`src/rtl/txn_pkg.sv`:
```
package txn_pkg;
    typedef enum logic [1:0] {
        ST_IDLE   = 2'd0,
        ST_ACTIVE = 2'd1,
        ST_DRAIN  = 2'd2
    } txn_state_e;

    typedef enum logic [1:0] {
        ACC_LOAD  = 2'b00,
        ACC_STORE = 2'b01,
        ACC_LOCK  = 2'b10
    } acc_kind_e;

    localparam logic [1:0] ABORT_NONE     = 2'b00;
    localparam logic [1:0] ABORT_CONFLICT = 2'b01;
    localparam logic [1:0] ABORT_CAPACITY = 2'b10;
endpackage

```
`src/rtl/txn_line_table.sv`:
```
// Fully associative table of cache-line tags with an optional data slot
// per entry. Entries fill in arrival order; clear empties the table.
module txn_line_table #(
    parameter int DEPTH     = 8,
    parameter int TAG_W     = 10,
    parameter int DATA_W    = 8,
    parameter int KEEP_DATA = 1
) (
    input  logic                       clk,
    input  logic                       rst_n,
    input  logic                       clear,
    input  logic                       wr_en,
    input  logic [TAG_W-1:0]           wr_tag,
    input  logic [DATA_W-1:0]          wr_data,
    output logic                       lk_hit,
    output logic                       full,
    output logic [$clog2(DEPTH+1)-1:0] count,
    input  logic [TAG_W-1:0]           pr_tag,
    output logic                       pr_hit,
    input  logic [$clog2(DEPTH)-1:0]   rd_idx,
    output logic [TAG_W-1:0]           rd_tag,
    output logic [DATA_W-1:0]          rd_data
);
    localparam int CNT_W = $clog2(DEPTH + 1);
    localparam int IDX_W = $clog2(DEPTH);

    logic [TAG_W-1:0] tag_q [DEPTH];
    logic [CNT_W-1:0] cnt_q;
    logic [DEPTH-1:0] live, lk_v, pr_v;
    logic             append;

    for (genvar i = 0; i < DEPTH; i++) begin : g_ent
        assign live[i] = CNT_W'(i) < cnt_q;
        assign lk_v[i] = live[i] && (tag_q[i] == wr_tag);
        assign pr_v[i] = live[i] && (tag_q[i] == pr_tag);
    end

    assign lk_hit = |lk_v;
    assign pr_hit = |pr_v;
    assign full   = (cnt_q == CNT_W'(DEPTH));
    assign count  = cnt_q;
    assign append = !clear && wr_en && !lk_hit && !full;
    assign rd_tag = tag_q[rd_idx];

    always_ff @(posedge clk or negedge rst_n) begin
        if (!rst_n) begin
            cnt_q <= '0;
            for (int i = 0; i < DEPTH; i++) tag_q[i] <= '0;
        end else if (clear) begin
            cnt_q <= '0;
        end else if (append) begin
            tag_q[cnt_q[IDX_W-1:0]] <= wr_tag;
            cnt_q <= cnt_q + CNT_W'(1);
        end
    end

    if (KEEP_DATA != 0) begin : g_data
        logic [DATA_W-1:0] data_q [DEPTH];
        always_ff @(posedge clk or negedge rst_n) begin
            if (!rst_n) begin
                for (int i = 0; i < DEPTH; i++) data_q[i] <= '0;
            end else if (!clear && wr_en) begin
                for (int i = 0; i < DEPTH; i++) begin
                    if (lk_v[i] || (append && CNT_W'(i) == cnt_q))
                        data_q[i] <= wr_data;
                end
            end
        end
        assign rd_data = data_q[rd_idx];
    end else begin : g_nodata
        logic unused_data;
        assign unused_data = ^wr_data;
        assign rd_data = '0;
    end

    // occupancy never exceeds the table depth
    p_tbl_bound_r7: assert property (@(posedge clk) disable iff (!rst_n)
        cnt_q <= CNT_W'(DEPTH));
    // a line is held at most once
    p_tbl_unique_r1: assert property (@(posedge clk) disable iff (!rst_n)
        $countones(lk_v) <= 1);
    // a new line with room takes exactly one slot
    p_tbl_grow_r2: assert property (@(posedge clk) disable iff (!rst_n)
        (!clear && wr_en && !lk_hit && !full) |=> cnt_q == $past(cnt_q) + CNT_W'(1));
endmodule

```
`src/rtl/txn_fsm.sv`:
```
// Transaction control: begin, abort, commit and drain sequencing.
module txn_fsm
    import txn_pkg::*;
#(
    parameter int CNT_W = 3
) (
    input  logic             clk,
    input  logic             rst_n,
    input  logic             tx_begin,
    input  logic             tx_end,
    input  logic             conflict,
    input  logic             capacity,
    input  logic [CNT_W-1:0] wr_count,
    output txn_state_e       state,
    output logic [CNT_W-1:0] drain_idx,
    output logic             clear_sets,
    output logic             abort_pulse,
    output logic [1:0]       abort_code,
    output logic             commit_done
);
    txn_state_e       state_q, state_d;
    logic [CNT_W-1:0] drain_idx_q;
    logic             abort_pulse_q, commit_done_q;
    logic [1:0]       abort_code_q;
    logic             ev_conf, ev_cap, ev_quick, ev_done, drain_last;

    assign drain_last = (drain_idx_q + CNT_W'(1)) == wr_count;

    always_comb begin
        state_d  = state_q;
        ev_conf  = 1'b0;
        ev_cap   = 1'b0;
        ev_quick = 1'b0;
        ev_done  = 1'b0;
        unique case (state_q)
            ST_IDLE: begin
                if (tx_begin) state_d = ST_ACTIVE;            // BEGIN
            end
            ST_ACTIVE: begin
                if (conflict) begin                           // CONFLICT-ABORT
                    ev_conf = 1'b1;
                    state_d = ST_IDLE;
                end else if (tx_end) begin
                    if (wr_count == '0) begin                 // EMPTY-COMMIT
                        ev_quick = 1'b1;
                        state_d  = ST_IDLE;
                    end else begin                            // COMMIT
                        state_d = ST_DRAIN;
                    end
                end else if (capacity) begin                  // CAPACITY-ABORT
                    ev_cap  = 1'b1;
                    state_d = ST_IDLE;
                end
            end
            ST_DRAIN: begin
                if (drain_last) begin                         // DRAIN-DONE
                    ev_done = 1'b1;
                    state_d = ST_IDLE;
                end
            end
            default: state_d = ST_IDLE;
        endcase
    end

    always_ff @(posedge clk or negedge rst_n) begin
        if (!rst_n) state_q <= ST_IDLE;
        else        state_q <= state_d;
    end

    always_ff @(posedge clk or negedge rst_n) begin
        if (!rst_n) begin
            drain_idx_q   <= '0;
            abort_pulse_q <= 1'b0;
            abort_code_q  <= ABORT_NONE;
            commit_done_q <= 1'b0;
        end else begin
            abort_pulse_q <= ev_conf || ev_cap;
            commit_done_q <= ev_quick || ev_done;
            if (state_q == ST_IDLE && tx_begin) abort_code_q <= ABORT_NONE;
            else if (ev_conf)                   abort_code_q <= ABORT_CONFLICT;
            else if (ev_cap)                    abort_code_q <= ABORT_CAPACITY;
            if (state_q == ST_ACTIVE)      drain_idx_q <= '0;
            else if (state_q == ST_DRAIN)  drain_idx_q <= drain_idx_q + CNT_W'(1);
        end
    end

    assign state       = state_q;
    assign drain_idx   = drain_idx_q;
    assign clear_sets  = ev_conf || ev_cap || ev_quick || ev_done;
    assign abort_pulse = abort_pulse_q;
    assign abort_code  = abort_code_q;
    assign commit_done = commit_done_q;

    // drain presents one line per cycle
    p_drain_step_r8: assert property (@(posedge clk) disable iff (!rst_n)
        (state_q == ST_DRAIN && $past(state_q) == ST_DRAIN)
            |-> drain_idx_q == $past(drain_idx_q) + CNT_W'(1));
    // an abort always leaves the transaction
    p_abort_exits_r9: assert property (@(posedge clk) disable iff (!rst_n)
        abort_pulse_q |-> state_q == ST_IDLE);
    // an abort always carries a reason
    p_abort_coded_r9: assert property (@(posedge clk) disable iff (!rst_n)
        abort_pulse_q |-> abort_code_q != ABORT_NONE);
endmodule

```
`src/rtl/txn_footprint_tracker.sv`:
```
module txn_footprint_tracker
    import txn_pkg::*;
#(
    parameter int ADDR_W   = 12,
    parameter int OFF_W    = 2,
    parameter int DATA_W   = 8,
    parameter int RD_DEPTH = 8,
    parameter int WR_DEPTH = 4
) (
    input  logic                    clk,
    input  logic                    rst_n,
    input  logic                    tx_begin,
    input  logic                    tx_end,
    input  logic                    acc_valid,
    input  logic [1:0]              acc_kind,
    input  logic [ADDR_W-1:0]       acc_addr,
    input  logic [DATA_W-1:0]       acc_data,
    input  logic                    snp_valid,
    input  logic                    snp_is_write,
    input  logic [ADDR_W-1:0]       snp_addr,
    output logic                    snp_ready,
    output logic                    tx_active,
    output logic                    busy,
    output logic                    abort_pulse,
    output logic [1:0]              abort_code,
    output logic                    commit_done,
    output logic                    mem_wr_valid,
    output logic [ADDR_W-OFF_W-1:0] mem_wr_line,
    output logic [DATA_W-1:0]       mem_wr_data
);
    localparam int LINE_W = ADDR_W - OFF_W;
    localparam int RCNT_W = $clog2(RD_DEPTH + 1);
    localparam int RIDX_W = $clog2(RD_DEPTH);
    localparam int WCNT_W = $clog2(WR_DEPTH + 1);
    localparam int WIDX_W = $clog2(WR_DEPTH);

    txn_state_e        state;
    logic [LINE_W-1:0] acc_line, snp_line;
    logic              in_tx, to_read, to_write, snp_take;
    logic              rd_hit, rd_full, rd_phit, wr_hit, wr_full, wr_phit;
    logic              rd_cap, wr_cap, conflict, capacity, clear_sets, quiet;
    logic              rd_ins, wr_ins;
    logic [RCNT_W-1:0] rd_count;
    logic [WCNT_W-1:0] wr_count, drain_idx;
    logic [LINE_W-1:0] rs_unused_tag;
    logic              rs_unused_data;
    logic              unused_bits;

    assign acc_line = acc_addr[ADDR_W-1:OFF_W];
    assign snp_line = snp_addr[ADDR_W-1:OFF_W];
    assign unused_bits = ^{acc_addr[OFF_W-1:0], snp_addr[OFF_W-1:0], rd_count,
                           rs_unused_tag, rs_unused_data, drain_idx};

    assign in_tx    = (state == ST_ACTIVE);
    assign to_read  = (acc_kind == ACC_LOAD) || (acc_kind == ACC_LOCK);
    assign to_write = (acc_kind == ACC_STORE);
    assign snp_take = in_tx && snp_valid;

    assign conflict = snp_take && (wr_phit || (snp_is_write && rd_phit));
    assign rd_cap   = in_tx && acc_valid && to_read  && !rd_hit && rd_full;
    assign wr_cap   = in_tx && acc_valid && to_write && !wr_hit && wr_full;
    assign capacity = rd_cap || wr_cap;
    assign quiet    = in_tx && !conflict && !tx_end && !capacity && acc_valid;
    assign rd_ins   = quiet && to_read;
    assign wr_ins   = quiet && to_write;

    txn_line_table #(
        .DEPTH(RD_DEPTH), .TAG_W(LINE_W), .DATA_W(1), .KEEP_DATA(0)
    ) u_read_set (
        .clk(clk), .rst_n(rst_n), .clear(clear_sets),
        .wr_en(rd_ins), .wr_tag(acc_line), .wr_data(1'b0),
        .lk_hit(rd_hit), .full(rd_full), .count(rd_count),
        .pr_tag(snp_line), .pr_hit(rd_phit),
        .rd_idx({RIDX_W{1'b0}}), .rd_tag(rs_unused_tag), .rd_data(rs_unused_data)
    );

    txn_line_table #(
        .DEPTH(WR_DEPTH), .TAG_W(LINE_W), .DATA_W(DATA_W), .KEEP_DATA(1)
    ) u_write_set (
        .clk(clk), .rst_n(rst_n), .clear(clear_sets),
        .wr_en(wr_ins), .wr_tag(acc_line), .wr_data(acc_data),
        .lk_hit(wr_hit), .full(wr_full), .count(wr_count),
        .pr_tag(snp_line), .pr_hit(wr_phit),
        .rd_idx(drain_idx[WIDX_W-1:0]), .rd_tag(mem_wr_line), .rd_data(mem_wr_data)
    );

    txn_fsm #(.CNT_W(WCNT_W)) u_fsm (
        .clk(clk), .rst_n(rst_n), .tx_begin(tx_begin), .tx_end(tx_end),
        .conflict(conflict), .capacity(capacity), .wr_count(wr_count),
        .state(state), .drain_idx(drain_idx), .clear_sets(clear_sets),
        .abort_pulse(abort_pulse), .abort_code(abort_code), .commit_done(commit_done)
    );

    assign tx_active    = in_tx;
    assign busy         = (state == ST_DRAIN);
    assign snp_ready    = !busy;
    assign mem_wr_valid = busy;

    // a conflicting snoop aborts with code 01 on the next cycle
    p_conflict_abort_r4: assert property (@(posedge clk) disable iff (!rst_n)
        conflict |=> abort_pulse && abort_code == ABORT_CONFLICT);
    // overflow without conflict or commit aborts with code 10
    p_cap_abort_r7: assert property (@(posedge clk) disable iff (!rst_n)
        (capacity && !conflict && !tx_end) |=> abort_pulse && abort_code == ABORT_CAPACITY);
    // nothing is written to memory while speculative
    p_no_spec_write_r3: assert property (@(posedge clk) disable iff (!rst_n)
        tx_active |-> !mem_wr_valid);
    // snoops are stalled only while draining
    p_stall_r10: assert property (@(posedge clk) disable iff (!rst_n)
        !snp_ready |-> !tx_active && !abort_pulse);
endmodule

```
`config.mk`:
```
export PLATFORM = sky130hd
export DESIGN_NAME = txn_footprint_tracker
export DESIGN_NICKNAME = d
export VERILOG_FILES = /design/src/rtl/txn_pkg.sv /design/src/rtl/txn_line_table.sv /design/src/rtl/txn_fsm.sv /design/src/rtl/txn_footprint_tracker.sv
export SDC_FILE = /design/constraint.sdc
export NUM_CORES = 1
export LEC_CHECK = 0
export BUFFER_PORTS_ARGS = -buffer_cell sky130_fd_sc_hd__buf_2
export CORE_ASPECT_RATIO = 0.7
export CORE_MARGIN = 2
export CORE_UTILIZATION = 45
export DETAILED_ROUTE_END_ITERATION = 16
export GPL_ROUTABILITY_DRIVEN = 0
export PLACE_DENSITY = 0.61
export SLEW_MARGIN = 20
export SYNTH_ARGS = -nofsm -noshare
export SYNTH_HDL_FRONTEND = slang
export SYNTH_SLANG_ARGS = --single-unit
```
`constraint.sdc`:
```
create_clock -name clk -period 4.6 [get_ports clk]
set_clock_uncertainty 0.05 [all_clocks]
set_input_delay 0.23 -clock clk [delete_from_list [all_inputs] [get_ports clk]]
set_output_delay 0.23 -clock clk [all_outputs]
set_load 0.02 [all_outputs]
```
==> results of run 1 <==
## per-layer routing
metal	routed length [microns]	vias up	share of wire
li1	-	3260	-
met1	14100	3633	0.51
met2	11100	215	0.40
met3	2090	23	0.076
met4	300	0	0.011
met5	0	-	0
## cell type report
cell class	count	area [sq um]	share of cell area
clock buffer	19	453	0.0392
clock inverter	13	120	0.0104
inverter	14	52.6	0.00455
multi-input combinational	651	5860	0.507
sequential	168	4200	0.364
tap	312	390	0.0338
timing repair buffer	82	472	0.0408
## worst register-to-register path: stages (launching register included)
cell and delay [ps]:
sky130_fd_sc_hd__dfrtp_1 430, sky130_fd_sc_hd__inv_1 200, sky130_fd_sc_hd__ha_1 340, sky130_fd_sc_hd__or3b_2 500
sky130_fd_sc_hd__nand4_1 90, sky130_fd_sc_hd__nor3_1 80, sky130_fd_sc_hd__nor4_1 410, sky130_fd_sc_hd__buf_4 210
sky130_fd_sc_hd__a21o_2 170, sky130_fd_sc_hd__and2_1 500, sky130_fd_sc_hd__nand4_2 490, sky130_fd_sc_hd__mux2_2 430
## flip-flops by register name (all words and copies together), names as in the netlist
| name | cells |
|---|---|
| u_write_set.tag_q | 40 |
| u_write_set.count | 3 |
| u_fsm.abort_code | 2 |
| u_fsm.drain_idx | 3 |
| u_fsm.commit_done | 1 |
| u_write_set.g_data.data_q | 32 |
| u_read_set.count | 4 |
| u_read_set.tag_q | 80 |
| u_fsm.state | 2 |
| u_fsm.abort_pulse | 1 |
## repair_timing
item                      CTS  global route
hold buffers                2             0
buffers inserted            0             0
hold endpoints to repair   78             0
## cells in the mapped netlist (all sizes together) (7+ instances only)
master,count
clkbuf,18
inv,14
o21ai,9
mux4,18
nand3,39
mux2,154
buf,41
or4,7
ha,10
nor3,38
nand2,8
dfrtp,168
o2111ai,8
xnor2,204
a21oi,12
xor2,40
nand4,41
nor4,11
## logic make-up (layout without fill, tap and decap cells)
logic type | after synthesis | in the layout
buffers and inverters | 73 | 128
AO/OA/AOI/OAI | 46 | 46
AND/OR/NAND/NOR | 179 | 179
multiplexers | 172 | 172
flip-flops | 168 | 168
adder cells (fa/ha/maj) | 10 | 10
XOR/XNOR | 244 | 244
## stage by stage
step	worst slack (ps)	instances	hold WS [ps]	power, mW	area [sq um]
after floorplan	1610	892	-116	3.09	10400
after detailed placement	691	1225	292	3.49	11000
after global placement	688	1225	298	3.47	11000
after CTS	695	1259	6.51	4.91	11500
final	596	1259	23.1	4.88	11500
after global routing	355	1259	9.95	5.13	11500
## worst max-delay path by stage
stage | slack (ps) | to | cells past startpoint
2_1_floorplan | 1610 | u_read_set.tag_q[0]$_DFFE_PN0P_ | 10
3_3_place_gp | 690 | u_read_set.tag_q[13]$_DFFE_PN0P_ | 11
3_5_place_dp | 690 | u_read_set.tag_q[17]$_DFFE_PN0P_ | 11
4_1_cts | 700 | u_read_set.tag_q[15]$_DFFE_PN0P_ | 11
5_1_grt | 350 | u_read_set.tag_q[12]$_DFFE_PN0P_ | 11
6_report | 600 | u_read_set.tag_q[10]$_DFFE_PN0P_ | 11
## power by group through the flow
stage | Clock, mW | Combinational (mW) | Sequential, mW
after CTS | 1.43 | 1.51 | 1.96
after floorplan | 0 | 1.16 | 1.92
final | 1.40 | 1.50 | 1.97
after global routing | 1.49 | 1.63 | 2.00
after detailed placement | 0 | 1.50 | 1.99
after global placement | 0 | 1.49 | 1.98
==> report_table.html, run 1 <==
<table>
<tr><th>Metric</th><th>Value</th></tr>
<tr><th colspan="2">Critical path</th></tr>
<tr><td>List of cells traversed by the critical path</td><td>inv_1 -&gt; ha_1 -&gt; or3b_2 -&gt; nand4_1 -&gt; nor3_1 -&gt; nor4_1 -&gt; buf_4 -&gt; a21o_2 -&gt; and2_1 -&gt; nand4_2 -&gt; mux2_2</td></tr>
<tr><td>Critical path launch point</td><td>u_read_set.count[0]$_DFFE_PN0P_</td></tr>
<tr><td>Worst Setup End Kind</td><td>flop</td></tr>
<tr><td>Largest fanout on the critical path</td><td>11</td></tr>
<tr><td>Delay of the slowest cell on the worst path</td><td>roughly 500 ps</td></tr>
<tr><td>Number of buffer and inverter instances along the worst setup path</td><td>2</td></tr>
<tr><td>Setup Crit Path Kind</td><td>reg -&gt; reg</td></tr>
<tr><td>Reg-to-reg endpoint</td><td>u_read_set.tag_q[10]$_DFFE_PN0P_</td></tr>
<tr><td>Worst R2R Start</td><td>u_read_set.count[0]$_DFFE_PN0P_</td></tr>
<tr><td>Crit path max-delay family</td><td>simple AND/OR/NAND/NOR gates</td></tr>
<tr><td>Worst setup SP type</td><td>flop</td></tr>
<tr><td>Data required time at the worst endpoint</td><td>between 4000 and 5000 ps</td></tr>
<tr><td>Cell at the slowest stage of the critical path</td><td>sky130_fd_sc_hd__or3b_2</td></tr>
<tr><td>Critical path arrival</td><td>4280 ps</td></tr>
<tr><td>Flop2flop setup slack</td><td>between 500 and 600 ps</td></tr>
<tr><td>Depth of the most critical reg-to-reg path</td><td>11</td></tr>
<tr><th colspan="2">Synth</th></tr>
<tr><td>Share of the synthesized area in the top cell type</td><td>0.403</td></tr>
<tr><td>Register bit count reported by yosys</td><td>between 150 and 200</td></tr>
<tr><td>Mapped Avg Cell Area</td><td>between 10 and 15 sq um</td></tr>
<tr><td>Instance count of the mapped netlist</td><td>roughly 890</td></tr>
<tr><td>Synthesis warning total</td><td>0</td></tr>
<tr><td>Adder-cell area share of the yosys netlist</td><td>0.0120</td></tr>
<tr><td>Unique cell type count in the Yosys netlist</td><td>52</td></tr>
<tr><td>Fraction of the mapped netlist area in compound gates</td><td>0.0293</td></tr>
<tr><td>Portion of netlist area occupied by mux cells</td><td>0.205</td></tr>
<tr><td>Most instantiated flip-flop cell in the synthesis netlist</td><td>sky130_fd_sc_hd__dfrtp_1</td></tr>
<tr><td>Basic-gate share of the synthesized area counting and, or, nand and nor cells</td><td>0.110</td></tr>
<tr><td>Synthesized cell area</td><td>roughly 10,000 sq um</td></tr>
<tr><td>Parity-gate share of the synthesized area counting xor and xnor cells</td><td>0.205</td></tr>
<tr><td>Top cell type by total area after synthesis</td><td>sky130_fd_sc_hd__dfrtp_1</td></tr>
<tr><td>Number of synthesized flops with an enable pin</td><td>0</td></tr>
<tr><td>Share of synthesized flip-flops with an asynchronous set or reset</td><td>1.00</td></tr>
<tr><td>Register area share after synthesis</td><td>0.403</td></tr>
<tr><td>Dominant combinational cell family by area after synthesis</td><td>multiplexers</td></tr>
<tr><td>Mapped Nets</td><td>943</td></tr>
<tr><td>Main area contributors after synthesis</td><td>sky130_fd_sc_hd__dfrtp_1 (40%), sky130_fd_sc_hd__xnor2_1 (17%), sky130_fd_sc_hd__mux2_2 (17%), sky130_fd_sc_hd__mux4_2 (3.9%), sky130_fd_sc_hd__xor2_1 (3.4%)</td></tr>
<tr><th colspan="2">Pwr</th></tr>
<tr><td>Part of the total power dissipated in combinational logic</td><td>0.309</td></tr>
<tr><td>Portion of total power attributed to the clock network</td><td>0.288</td></tr>
<tr><td>Leakage power</td><td>around 4.9 nW</td></tr>
<tr><td>Design internal power</td><td>approximately 3.2 mW</td></tr>
<tr><td>Switching Share</td><td>0.338</td></tr>
<tr><td>Pwr dens</td><td>422 nW/um^2</td></tr>
<tr><td>Sequential group share of total power</td><td>0.404</td></tr>
<tr><td>Net switching power of the design</td><td>between 1.5 and 2 mW</td></tr>
<tr><td>Peak supply drop</td><td>approximately 0.28 mV</td></tr>
<tr><th colspan="2">Worst hold path</th></tr>
<tr><td>Destination of the worst hold path</td><td>u_write_set.g_data.data_q[18]$_DFFE_PN0P_</td></tr>
<tr><td>Number of instances on the worst hold path</td><td>2</td></tr>
<tr><td>Worst hold path type</td><td>in -&gt; reg</td></tr>
<tr><td>Hold wc startpoint</td><td>acc_data[2]</td></tr>
<tr><th colspan="2">STA</th></tr>
<tr><td>Maximum operating frequency</td><td>~0.25 GHz</td></tr>
<tr><td>Number of setup violations in the final report</td><td>0</td></tr>
<tr><td>Count of final max-slew check failures</td><td>0</td></tr>
<tr><td>Period minus WS final</td><td>around 4000 ps</td></tr>
<tr><td>Worst-case headroom to the max-slew limit</td><td>0.345</td></tr>
<tr><td>Final critical-path share of the clock period</td><td>0.870</td></tr>
<tr><td>Total Negative Setup Slacks</td><td>0 ps</td></tr>
<tr><td>Setup repair after global routing missed its margin</td><td>false</td></tr>
<tr><td>Final hold vios</td><td>0</td></tr>
<tr><td>Transition time at the pin with the least slew margin</td><td>between 900 and 1000 ps</td></tr>
<tr><th colspan="2">Placed design</th></tr>
<tr><td>HPWL after detailed placement</td><td>between 15 and 20 mm</td></tr>
<tr><td>Number of port buffers</td><td>between 60 and 70</td></tr>
<tr><th colspan="2">Layout</th></tr>
<tr><td>Share of layout cells above drive strength 1</td><td>0.319</td></tr>
<tr><td>Ant. Diodes</td><td>0</td></tr>
<tr><td>Layout filler cell count</td><td>~2,000</td></tr>
<tr><td>Commonest non-fill, non-tap cell in the layout</td><td>sky130_fd_sc_hd__xnor2_1</td></tr>
<tr><td>Highest-count cells in the layout ignoring fill and taps</td><td>sky130_fd_sc_hd__xnor2_1 (204), sky130_fd_sc_hd__dfrtp_1 (168), sky130_fd_sc_hd__mux2_2 (154)</td></tr>
<tr><td>Area growth from synthesis to layout</td><td>10.7%</td></tr>
<tr><td>Core Util, Final</td><td>0.508</td></tr>
<tr><td>Final layout net count</td><td>approximately 990</td></tr>
<tr><th colspan="2">Global route</th></tr>
<tr><td>Largest net degree at the start of global routing</td><td>80</td></tr>
<tr><td>First-pass GRT wire length</td><td>roughly 42 mm</td></tr>
<tr><td>Overall overflow remaining after global route</td><td>0</td></tr>
<tr><td>Via count of the first global-routing pass</td><td>a little under 7,000</td></tr>
<tr><td>Initial antenna violation count</td><td>0</td></tr>
<tr><td>Met1 capacity usage during global routing</td><td>0.369</td></tr>
<tr><td>Met3 track demand over resource in global routing</td><td>0.0676</td></tr>
<tr><td>Global Route met2 Usage</td><td>0.313</td></tr>
<tr><td>Busiest metal layer after global routing</td><td>met1</td></tr>
<tr><td>Aggregate global-route resource usage</td><td>0.234</td></tr>
<tr><th colspan="2">Run status</th></tr>
<tr><td>Result of the run</td><td>finished clean</td></tr>
<tr><th colspan="2">Route</th></tr>
<tr><td># DRC</td><td>0</td></tr>
<tr><td>Vias per cell</td><td>roughly 5.7</td></tr>
<tr><td>Number of optimization iterations in the first detailed-route pass</td><td>5</td></tr>
<tr><td>Violation count after the first detailed-route iteration</td><td>576</td></tr>
<tr><td>Antenna-violating nets left</td><td>0</td></tr>
<tr><td>Average wire per standard cell</td><td>around 22 microns</td></tr>
<tr><td>Vias post-DR</td><td>slightly above 7,000</td></tr>
<tr><td>Routed Wire Length</td><td>approximately 28 mm</td></tr>
<tr><th colspan="2">Run</th></tr>
<tr><td>Max Cap Violations</td><td>0</td></tr>
<tr><th colspan="2">Floorplan</th></tr>
<tr><td>Number of top-level pins</td><td>67</td></tr>
<tr><td>Die outline height</td><td>131 microns</td></tr>
<tr><td>Number of placement rows</td><td>46</td></tr>
<tr><td>Floorplan die width</td><td>between 150 and 200 microns</td></tr>
<tr><td>Starting density of the core</td><td>0.459</td></tr>
<tr><td>Core footprint</td><td>between 20,000 and 25,000 sq um</td></tr>
<tr><td>Die area</td><td>approximately 24,000 sq um</td></tr>
<tr><th colspan="2">Clock tree</th></tr>
<tr><td>CTS Root Cell</td><td>sky130_fd_sc_hd__clkbuf_16</td></tr>
<tr><td>CTS Buffer Depth</td><td>2</td></tr>
<tr><td>Cts repair resizes</td><td>0</td></tr>
<tr><td>Clock sinks</td><td>168</td></tr>
<tr><td>Depth of the CTS H-tree</td><td>4</td></tr>
<tr><td>CTS tree</td><td>built</td></tr>
<tr><td>Clock slew at the register clock pins of the worst setup and hold paths</td><td>approximately 70 ps</td></tr>
<tr><td>Total clock buffers created by CTS</td><td>17</td></tr>
<tr><td>Later-pin clock latency in the skew report</td><td>440 ps</td></tr>
</table>
No activity file was read; power rests on OpenSTA's default activity.
==> inputs of run 2 (changes only) <==
Settings changed: CELL_PAD_IN_SITES_DETAIL_PLACEMENT set to 1, CELL_PAD_IN_SITES_GLOBAL_PLACEMENT set to 1, PLACE_DENSITY 0.61 to 0.73.
==> run 2 against run 1 <==
Non-clock buffer count grew 9. Final cell count rose by 0.71%. Largest power group unchanged. Clock power is 5% higher. Sequential cell count unchanged. Register-to-register slack lost 170 ps. First-iteration DRC count down 7.5%. Die area stayed put.
==> report_table.html, run 2 (synthesized netlist as in run 1, its figures left out) <==
<table>
<tr><th>Metric</th><th>Value</th></tr>
<tr><th colspan="2">Run status</th></tr>
<tr><td>Result of the run</td><td>finished clean (unchanged)</td></tr>
<tr><th colspan="2">Global route</th></tr>
<tr><td>First-pass GRT wire length</td><td>48.2 mm (was 42.4 mm)</td></tr>
<tr><td>Aggregate global-route resource usage</td><td>0.268 (was 0.234)</td></tr>
<tr><td>Initial antenna violation count</td><td>0 (unchanged)</td></tr>
<tr><td>Overall overflow remaining after global route</td><td>0 (unchanged)</td></tr>
<tr><td>Via count of the first global-routing pass</td><td>7,670 (was 6,922)</td></tr>
<tr><td>Largest net degree at the start of global routing</td><td>104 (was 80)</td></tr>
<tr><th colspan="2">Floorplan</th></tr>
<tr><td>Die outline height</td><td>131 microns (unchanged)</td></tr>
<tr><td>Number of top-level pins</td><td>67 (unchanged)</td></tr>
<tr><td>Floorplan die width</td><td>186 microns (unchanged)</td></tr>
<tr><td>Core footprint</td><td>22,700 sq um (unchanged)</td></tr>
<tr><td>Die area</td><td>24,400 sq um (unchanged)</td></tr>
<tr><td>Number of placement rows</td><td>46 (unchanged)</td></tr>
<tr><td>Starting density of the core</td><td>0.459 (unchanged)</td></tr>
<tr><th colspan="2">Placed design</th></tr>
<tr><td>Instance area at placement</td><td>11,000 sq um (about the same)</td></tr>
<tr><td>HPWL after detailed placement</td><td>22.2 mm (was 18.9 mm)</td></tr>
<tr><td>Number of port buffers</td><td>62 (unchanged)</td></tr>
<tr><th colspan="2">Critical path</th></tr>
<tr><td>Worst R2R Start</td><td>u_read_set.count[0]$_DFFE_PN0P_ (unchanged)</td></tr>
<tr><td>Setup Crit Path Kind</td><td>reg -&gt; reg (unchanged)</td></tr>
<tr><td>Cell at the slowest stage of the critical path</td><td>sky130_fd_sc_hd__and2_1 (was sky130_fd_sc_hd__or3b_2)</td></tr>
<tr><td>Critical path depth</td><td>10 (was 11)</td></tr>
<tr><td>Largest fanout on the critical path</td><td>11 (unchanged)</td></tr>
<tr><td>Crit path max-delay family</td><td>simple AND/OR/NAND/NOR gates (unchanged)</td></tr>
<tr><td>Depth of the most critical reg-to-reg path</td><td>10 (was 11)</td></tr>
<tr><td>Reg-to-reg endpoint</td><td>u_read_set.tag_q[42]$_DFFE_PN0P_ (was u_read_set.tag_q[10]$_DFFE_PN0P_)</td></tr>
<tr><td>Flop2flop setup slack</td><td>420 ps (was 600 ps)</td></tr>
<tr><td>Data required time at the worst endpoint</td><td>4880 ps (about the same)</td></tr>
<tr><td>Critical path launch point</td><td>u_read_set.count[0]$_DFFE_PN0P_ (unchanged)</td></tr>
<tr><td>List of cells traversed by the critical path</td><td>inv_1 -&gt; ha_1 -&gt; or3b_2 -&gt; nand4_1 -&gt; nor3_1 -&gt; nor4_1 -&gt; a21o_2 -&gt; and2_1 -&gt; nand4_2 -&gt; mux2_2 (was inv_1 -&gt; ha_1 -&gt; or3b_2 -&gt; nand4_1 -&gt; nor3_1 -&gt; nor4_1 -&gt; buf_4 -&gt; a21o_2 -&gt; and2_1 -&gt; nand4_2 -&gt; mux2_2)</td></tr>
<tr><td>Critical path arrival</td><td>4460 ps (was 4280 ps)</td></tr>
<tr><td>Worst setup SP type</td><td>flop (unchanged)</td></tr>
<tr><td>Worst Setup End Kind</td><td>flop (unchanged)</td></tr>
<tr><td>Delay of the slowest cell on the worst path</td><td>540 ps (was 500 ps)</td></tr>
<tr><td>Number of buffer and inverter instances along the worst setup path</td><td>1 (was 2)</td></tr>
<tr><th colspan="2">Pwr</th></tr>
<tr><td>Peak supply drop</td><td>0.299 mV (was 0.280 mV)</td></tr>
<tr><td>Pwr dens</td><td>432 nW/um^2 (was 422 nW/um^2)</td></tr>
<tr><td>Leakage power</td><td>4.92 nW (was 4.88 nW)</td></tr>
<tr><th colspan="2">STA</th></tr>
<tr><td>Setup repair after global routing missed its margin</td><td>false (unchanged)</td></tr>
<tr><td>Maximum operating frequency</td><td>0.240 GHz (was 0.250 GHz)</td></tr>
<tr><td>Number of setup violations in the final report</td><td>0 (unchanged)</td></tr>
<tr><td>Final hold vios</td><td>0 (unchanged)</td></tr>
<tr><td>Final critical-path share of the clock period</td><td>0.908 (was 0.870)</td></tr>
<tr><td>Transition time at the pin with the least slew margin</td><td>1010 ps (was 975 ps)</td></tr>
<tr><td>Worst-case headroom to the max-slew limit</td><td>0.324 (was 0.345)</td></tr>
<tr><td>Count of final max-slew check failures</td><td>0 (unchanged)</td></tr>
<tr><td>Period minus WS final</td><td>4180 ps (was 4000 ps)</td></tr>
<tr><td>Total Negative Setup Slacks</td><td>0 ps (unchanged)</td></tr>
<tr><th colspan="2">Layout</th></tr>
<tr><td>Register area</td><td>4200 sq um (unchanged)</td></tr>
<tr><td>Area growth from synthesis to layout</td><td>11.5% (was 10.7%)</td></tr>
<tr><td>Largest registers</td><td>u_read_set.tag_q (80), u_write_set.tag_q (40), u_write_set.g_data.data_q (32) (unchanged)</td></tr>
<tr><td>Multi-input gate area in the final layout</td><td>5860 sq um (unchanged)</td></tr>
<tr><td>Commonest non-fill, non-tap cell in the layout</td><td>sky130_fd_sc_hd__xnor2_1 (unchanged)</td></tr>
<tr><td>Ant. Diodes</td><td>0 (unchanged)</td></tr>
<tr><td>Register with the highest flop count</td><td>u_read_set.tag_q (unchanged)</td></tr>
<tr><td>Number of flip-flops in the largest register</td><td>80 (unchanged)</td></tr>
<tr><td>Design Area, Final</td><td>11,600 sq um (was 11,500 sq um)</td></tr>
<tr><td>Final layout net count</td><td>994 (was 985)</td></tr>
<tr><td>Layout filler cell count</td><td>2,367 (was 2,053)</td></tr>
<tr><td>Share of layout cells above drive strength 1</td><td>0.321 (was 0.319)</td></tr>
<tr><td>Highest-count cells in the layout ignoring fill and taps</td><td>sky130_fd_sc_hd__xnor2_1 (204), sky130_fd_sc_hd__dfrtp_1 (168), sky130_fd_sc_hd__mux2_2 (154) (unchanged)</td></tr>
<tr><th colspan="2">Route</th></tr>
<tr><td>Violation count after the first detailed-route iteration</td><td>533 (was 576)</td></tr>
<tr><td>Vias per cell</td><td>5.84 (was 5.66)</td></tr>
<tr><td>Average wire per standard cell</td><td>24.7 microns (was 21.9 microns)</td></tr>
<tr><td>Vias post-DR</td><td>7,401 (was 7,131)</td></tr>
<tr><td># DRC</td><td>0 (unchanged)</td></tr>
<tr><td>Number of optimization iterations in the first detailed-route pass</td><td>5 (unchanged)</td></tr>
<tr><td>Routed Wire Length</td><td>31.3 mm (was 27.6 mm)</td></tr>
<tr><td>Antenna-violating nets left</td><td>0 (unchanged)</td></tr>
<tr><th colspan="2">Worst hold path</th></tr>
<tr><td>Hold wc startpoint</td><td>acc_data[7] (was acc_data[2])</td></tr>
<tr><td>Worst hold path type</td><td>in -&gt; reg (unchanged)</td></tr>
<tr><td>Number of instances on the worst hold path</td><td>2 (unchanged)</td></tr>
<tr><td>Destination of the worst hold path</td><td>u_write_set.g_data.data_q[31]$_DFFE_PN0P_ (was u_write_set.g_data.data_q[18]$_DFFE_PN0P_)</td></tr>
<tr><th colspan="2">Run</th></tr>
<tr><td>Max Cap Violations</td><td>0 (unchanged)</td></tr>
<tr><th colspan="2">Clock tree</th></tr>
<tr><td>Total clock buffers created by CTS</td><td>17 (unchanged)</td></tr>
<tr><td>Depth of the CTS H-tree</td><td>4 (unchanged)</td></tr>
<tr><td>CTS Root Cell</td><td>sky130_fd_sc_hd__clkbuf_16 (unchanged)</td></tr>
<tr><td>Later-pin clock latency in the skew report</td><td>460 ps (was 440 ps)</td></tr>
<tr><td>CTS tree</td><td>built (unchanged)</td></tr>
<tr><td>CTS Buffer Depth</td><td>2 (unchanged)</td></tr>
<tr><td>Clock sinks</td><td>168 (unchanged)</td></tr>
<tr><td>Clock slew at the register clock pins of the worst setup and hold paths</td><td>70 ps (about the same)</td></tr>
</table>
## run 2: worst max-delay path by stage
| stage | to |
|---|---|
| after floorplan | u_read_set.tag_q[0]$_DFFE_PN0P_ |
| after global routing | u_read_set.tag_q[45]$_DFFE_PN0P_ |
| final | u_read_set.tag_q[42]$_DFFE_PN0P_ |
| after global placement | u_read_set.tag_q[72]$_DFFE_PN0P_ |
| after detailed placement | u_read_set.tag_q[53]$_DFFE_PN0P_ |
| after CTS | u_read_set.tag_q[53]$_DFFE_PN0P_ |
## run 2: per-layer routing
layer / track usage / routed length (microns) / up-vias
li1: - / - / 3265
met4: 0.0599 / 395 / 0
met1: 0.414 / 15500 / 3888
met5: 0 / 0 / -
met3: 0.0626 / 2030 / 29
met2: 0.378 / 13400 / 219
## run 2: area by class of cell
| type | instances | share of cell area |
|---|---|---|
| clock buffer | 22 | 0.0399 |
| inverter | 14 | 0.00452 |
| clock inverter | 10 | 0.0104 |
| tap | 312 | 0.0336 |
| multi-input combinational | 651 | 0.503 |
| sequential | 168 | 0.361 |
| timing repair buffer | 91 | 0.0466 |
## run 2: per-stage QoR
step / std cells / utilization / setup slack, ps / hold WS (ps) / power [mW]
global route: 1268 / 0.512 / 254 / 19.8 / 5.26
floorplan: 892 / - / 1610 / -116 / 3.09
finish: 1268 / 0.512 / 425 / 13.6 / 5.02
CTS: 1268 / 0.512 / 515 / 0.417 / 5.04
detailed placement: 1233 / 0.484 / 542 / 382 / 3.55
global placement: 1233 / 0.484 / 599 / 379 / 3.50
## run 2: what timing repair did
action	CTS	global route
resized for setup	0	0
endpoints found under the hold margin	105	0
hold buffers	3	0
buffers inserted	0	0
## run 2: report_power, final
part           internal [mW]  total (mW)  switching (mW)
clock                  0.830        1.47           0.639
combinational          0.748        1.56           0.812
sequential              1.71        1.99           0.281
total                   3.29        5.02            1.73
==> inputs of run 3 (changes only) <==
Settings changed: GPL_TIMING_DRIVEN set to 0.
Clock period 4.6 ns to 4.85 ns, I/O delays scaled along.
==> run 3 against run 2 <==
Die area stayed put. Power fell by 3.9%. Wire length up 5.4%. Register-to-register slack gained 340 ps. Critical endpoint is now u_read_set.tag_q[15]$_DFFE_PN0P_. Via count rose by 3.0%.
==> report_table.html, run 3 (synthesized netlist as in run 1, its figures left out) <==
<table>
<tr><th>Metric</th><th>Value</th></tr>
<tr><th colspan="2">Placed design</th></tr>
<tr><td>Number of port buffers</td><td>52 (was 62)</td></tr>
<tr><td>HPWL after detailed placement</td><td>23.1 mm (was 22.2 mm)</td></tr>
<tr><td>Post-place setup slack</td><td>885 ps (was 542 ps)</td></tr>
<tr><th colspan="2">Critical path</th></tr>
<tr><td>Worst R2R Start</td><td>u_read_set.count[1]$_DFFE_PN0P_ (was u_read_set.count[0]$_DFFE_PN0P_)</td></tr>
<tr><td>Reg-to-reg endpoint</td><td>u_read_set.tag_q[15]$_DFFE_PN0P_ (was u_read_set.tag_q[42]$_DFFE_PN0P_)</td></tr>
<tr><td>Cell at the slowest stage of the critical path</td><td>sky130_fd_sc_hd__nor4_1 (was sky130_fd_sc_hd__and2_1)</td></tr>
<tr><td>List of cells traversed by the critical path</td><td>inv_1 -&gt; ha_1 -&gt; or3b_2 -&gt; nand4_1 -&gt; nor3_1 -&gt; nor4_1 -&gt; a21o_2 -&gt; and2_1 -&gt; buf_2 -&gt; nand4_2 -&gt; mux2_2 (was inv_1 -&gt; ha_1 -&gt; or3b_2 -&gt; nand4_1 -&gt; nor3_1 -&gt; nor4_1 -&gt; a21o_2 -&gt; and2_1 -&gt; nand4_2 -&gt; mux2_2)</td></tr>
<tr><td>Depth of the most critical reg-to-reg path</td><td>11 (was 10)</td></tr>
<tr><td>Critical path launch point</td><td>u_read_set.count[1]$_DFFE_PN0P_ (was u_read_set.count[0]$_DFFE_PN0P_)</td></tr>
<tr><td>Flop2flop setup slack</td><td>760 ps (was 420 ps)</td></tr>
<tr><td>Critical path arrival</td><td>4370 ps (was 4460 ps)</td></tr>
<tr><td>Worst setup SP type</td><td>flop (unchanged)</td></tr>
<tr><td>Worst Setup End Kind</td><td>flop (unchanged)</td></tr>
<tr><td>End point of the critical path</td><td>u_read_set.tag_q[15]$_DFFE_PN0P_ (was u_read_set.tag_q[42]$_DFFE_PN0P_)</td></tr>
<tr><td>Delay of the slowest cell on the worst path</td><td>610 ps (was 540 ps)</td></tr>
<tr><td>Data required time at the worst endpoint</td><td>5130 ps (was 4880 ps)</td></tr>
<tr><td>Largest fanout on the critical path</td><td>10 (was 11)</td></tr>
<tr><td>Setup Crit Path Kind</td><td>reg -&gt; reg (unchanged)</td></tr>
<tr><th colspan="2">Layout</th></tr>
<tr><td>Largest registers</td><td>u_read_set.tag_q (80), u_write_set.tag_q (40), u_write_set.g_data.data_q (32) (unchanged)</td></tr>
<tr><td>Register with the highest flop count</td><td>u_read_set.tag_q (unchanged)</td></tr>
<tr><td>Highest-count cells in the layout ignoring fill and taps</td><td>sky130_fd_sc_hd__xnor2_1 (204), sky130_fd_sc_hd__dfrtp_1 (168), sky130_fd_sc_hd__mux2_2 (154) (unchanged)</td></tr>
<tr><td>Share of layout cells above drive strength 1</td><td>0.316 (was 0.321)</td></tr>
<tr><td>Register area</td><td>4200 sq um (unchanged)</td></tr>
<tr><td>Area growth from synthesis to layout</td><td>12.4% (was 11.5%)</td></tr>
<tr><td>Final layout net count</td><td>1,016 (was 994)</td></tr>
<tr><td>Multi-input gate area in the final layout</td><td>5860 sq um (unchanged)</td></tr>
<tr><td>Layout filler cell count</td><td>2,407 (was 2,367)</td></tr>
<tr><td>Number of flip-flops in the largest register</td><td>80 (unchanged)</td></tr>
<tr><td>Commonest non-fill, non-tap cell in the layout</td><td>sky130_fd_sc_hd__xnor2_1 (unchanged)</td></tr>
<tr><th colspan="2">Clock tree</th></tr>
<tr><td>Clock slew at the register clock pins of the worst setup and hold paths</td><td>70 ps (about the same)</td></tr>
<tr><td>Total clock buffers created by CTS</td><td>17 (unchanged)</td></tr>
<tr><td>Later-pin clock latency in the skew report</td><td>450 ps (was 460 ps)</td></tr>
<tr><td>CTS tree</td><td>built (unchanged)</td></tr>
<tr><td>Number of post-CTS setup repair buffers</td><td>0 (unchanged)</td></tr>
<tr><td>CTS Root Cell</td><td>sky130_fd_sc_hd__clkbuf_16 (unchanged)</td></tr>
<tr><td>Clock sinks</td><td>168 (unchanged)</td></tr>
<tr><td>Depth of the CTS H-tree</td><td>4 (unchanged)</td></tr>
<tr><td>CTS Buffer Depth</td><td>2 (unchanged)</td></tr>
<tr><th colspan="2">STA</th></tr>
<tr><td>Count of final max-slew check failures</td><td>0 (unchanged)</td></tr>
<tr><td>Total Negative Setup Slacks</td><td>0 ps (unchanged)</td></tr>
<tr><td>Final hold vios</td><td>0 (unchanged)</td></tr>
<tr><td>Period minus WS final</td><td>4090 ps (was 4180 ps)</td></tr>
<tr><td>Worst-case headroom to the max-slew limit</td><td>0.313 (was 0.324)</td></tr>
<tr><td>Transition time at the pin with the least slew margin</td><td>1020 ps (was 1010 ps)</td></tr>
<tr><td>Number of setup violations in the final report</td><td>0 (unchanged)</td></tr>
<tr><td>Maximum operating frequency</td><td>0.245 GHz (was 0.240 GHz)</td></tr>
<tr><td>Setup repair after global routing missed its margin</td><td>false (unchanged)</td></tr>
<tr><td>Final critical-path share of the clock period</td><td>0.843 (was 0.908)</td></tr>
<tr><td>Setup WS post-layout</td><td>763 ps (was 425 ps)</td></tr>
<tr><th colspan="2">Global route</th></tr>
<tr><td>Initial antenna violation count</td><td>1 (was 0)</td></tr>
<tr><td>Via count of the first global-routing pass</td><td>7,828 (was 7,670)</td></tr>
<tr><td>Aggregate global-route resource usage</td><td>0.281 (was 0.268)</td></tr>
<tr><td>First-pass GRT wire length</td><td>49.9 mm (was 48.2 mm)</td></tr>
<tr><td>Largest net degree at the start of global routing</td><td>86 (was 104)</td></tr>
<tr><td>Overall overflow remaining after global route</td><td>0 (unchanged)</td></tr>
<tr><th colspan="2">Floorplan</th></tr>
<tr><td>Floorplan die width</td><td>186 microns (unchanged)</td></tr>
<tr><td>Core footprint</td><td>22,700 sq um (unchanged)</td></tr>
<tr><td>Die area</td><td>24,400 sq um (unchanged)</td></tr>
<tr><td>Die outline height</td><td>131 microns (unchanged)</td></tr>
<tr><td>Number of top-level pins</td><td>67 (unchanged)</td></tr>
<tr><td>Starting density of the core</td><td>0.459 (unchanged)</td></tr>
<tr><td>Number of placement rows</td><td>46 (unchanged)</td></tr>
<tr><th colspan="2">Route</th></tr>
<tr><td>Vias per cell</td><td>5.91 (was 5.84)</td></tr>
<tr><td>Violation count after the first detailed-route iteration</td><td>717 (was 533)</td></tr>
<tr><td># DRC</td><td>0 (unchanged)</td></tr>
<tr><td>Antenna-violating nets left</td><td>0 (unchanged)</td></tr>
<tr><td>Routed Wire Length</td><td>33.0 mm (was 31.3 mm)</td></tr>
<tr><td>Number of optimization iterations in the first detailed-route pass</td><td>5 (unchanged)</td></tr>
<tr><td>Average wire per standard cell</td><td>25.6 microns (was 24.7 microns)</td></tr>
<tr><td>Vias post-DR</td><td>7,621 (was 7,401)</td></tr>
<tr><th colspan="2">Run status</th></tr>
<tr><td>Result of the run</td><td>finished clean (unchanged)</td></tr>
<tr><th colspan="2">Pwr</th></tr>
<tr><td>PnR Total Power</td><td>4.82 mW (was 5.02 mW)</td></tr>
<tr><td>Pwr dens</td><td>411 nW/um^2 (was 432 nW/um^2)</td></tr>
<tr><td>Leakage power</td><td>4.97 nW (was 4.92 nW)</td></tr>
<tr><td>Peak supply drop</td><td>0.273 mV (was 0.299 mV)</td></tr>
<tr><th colspan="2">Worst hold path</th></tr>
<tr><td>Worst hold path type</td><td>in -&gt; reg (unchanged)</td></tr>
<tr><th colspan="2">Run</th></tr>
<tr><td>Max Cap Violations</td><td>0 (unchanged)</td></tr>
</table>
[run 3: changes by cell type in the layout (fill, tap and decap cells not counted), moves of 2 or more]
cell | before | now
sky130_fd_sc_hd__buf_1 | 0 | 2
sky130_fd_sc_hd__buf_2 | 61 | 69
sky130_fd_sc_hd__buf_4 | 26 | 19
sky130_fd_sc_hd__clkbuf_1 | 3 | 22
sky130_fd_sc_hd__clkinv_4 | 3 | 1
sky130_fd_sc_hd__clkinvlp_4 | 4 | 1
sky130_fd_sc_hd__dlygate4sd3_1 | 3 | 1
[run 3: layer usage]
| metal | global-route usage | share of wire |
|---|---|---|
| met5 | 0 | 0 |
| met4 | 0.0774 | 0.018 |
| met3 | 0.0693 | 0.087 |
| met2 | 0.383 | 0.41 |
| met1 | 0.438 | 0.49 |
[run 3: area by class of cell]
cell class,instances,area share
clock buffer,24,0.0411
clock inverter,6,0.00981
timing repair buffer,54,0.0262
buffer,59,0.0276
multi-input combinational,651,0.499
sequential,168,0.358
antenna,1,0.000213
inverter,14,0.00448
tap,312,0.0333
[run 3: worst min path at each step]
stage	slack [ps]	from	endpoint	cells past startpoint
finish	30	acc_data[6]	u_write_set.g_data.data_q[14]$_DFFE_PN0P_	2
global route	30	acc_data[1]	u_write_set.g_data.data_q[25]$_DFFE_PN0P_	2
detailed placement	240	rst_n	u_read_set.count[1]$_DFFE_PN0P_	1
CTS	10	acc_data[1]	u_write_set.g_data.data_q[25]$_DFFE_PN0P_	2
global placement	430	u_write_set.g_data.data_q[21]$_DFFE_PN0P_	u_write_set.g_data.data_q[21]$_DFFE_PN0P_	1
floorplan	-100	rst_n	u_fsm.abort_code[0]$_DFFE_PN0P_	0
[run 3: critical path, delay by kind of cell, from the launching register on]
family / cells / cell delay (ps)
DFF: 1 / 530
AOI/OAI and AO/OA: 1 / 290
adders and majority gates: 1 / 250
and+or+nand+nor: 6 / 1910
buffers and inverters: 2 / 490
muxes: 1 / 440
[run 3: power breakdown]
| part | switching [mW] | internal, mW | leakage (nW) |
|---|---|---|---|
| Combinational | 0.788 | 0.716 | 2.40 |
| Clock | 0.583 | 0.849 | 0.287 |
| Sequential | 0.264 | 1.62 | 2.29 |
[run 3: metrics by stage]
stage / area (sq um) / utilization / hold slack, ps / cells
global route: 11700 / 0.516 / 28.2 / 1288
floorplan: 10400 / - / -103 / 892
finish: 11700 / 0.516 / 25.4 / 1289
global placement: 11100 / 0.488 / 432 / 1256
CTS: 11700 / 0.516 / 11.1 / 1288
detailed placement: 11100 / 0.489 / 240 / 1257
[run 3: timing repair]
action | in CTS | in global routing
endpoints found under the hold margin | 84 | 0
hold buffers | 1 | 0
resized for setup | 0 | 0
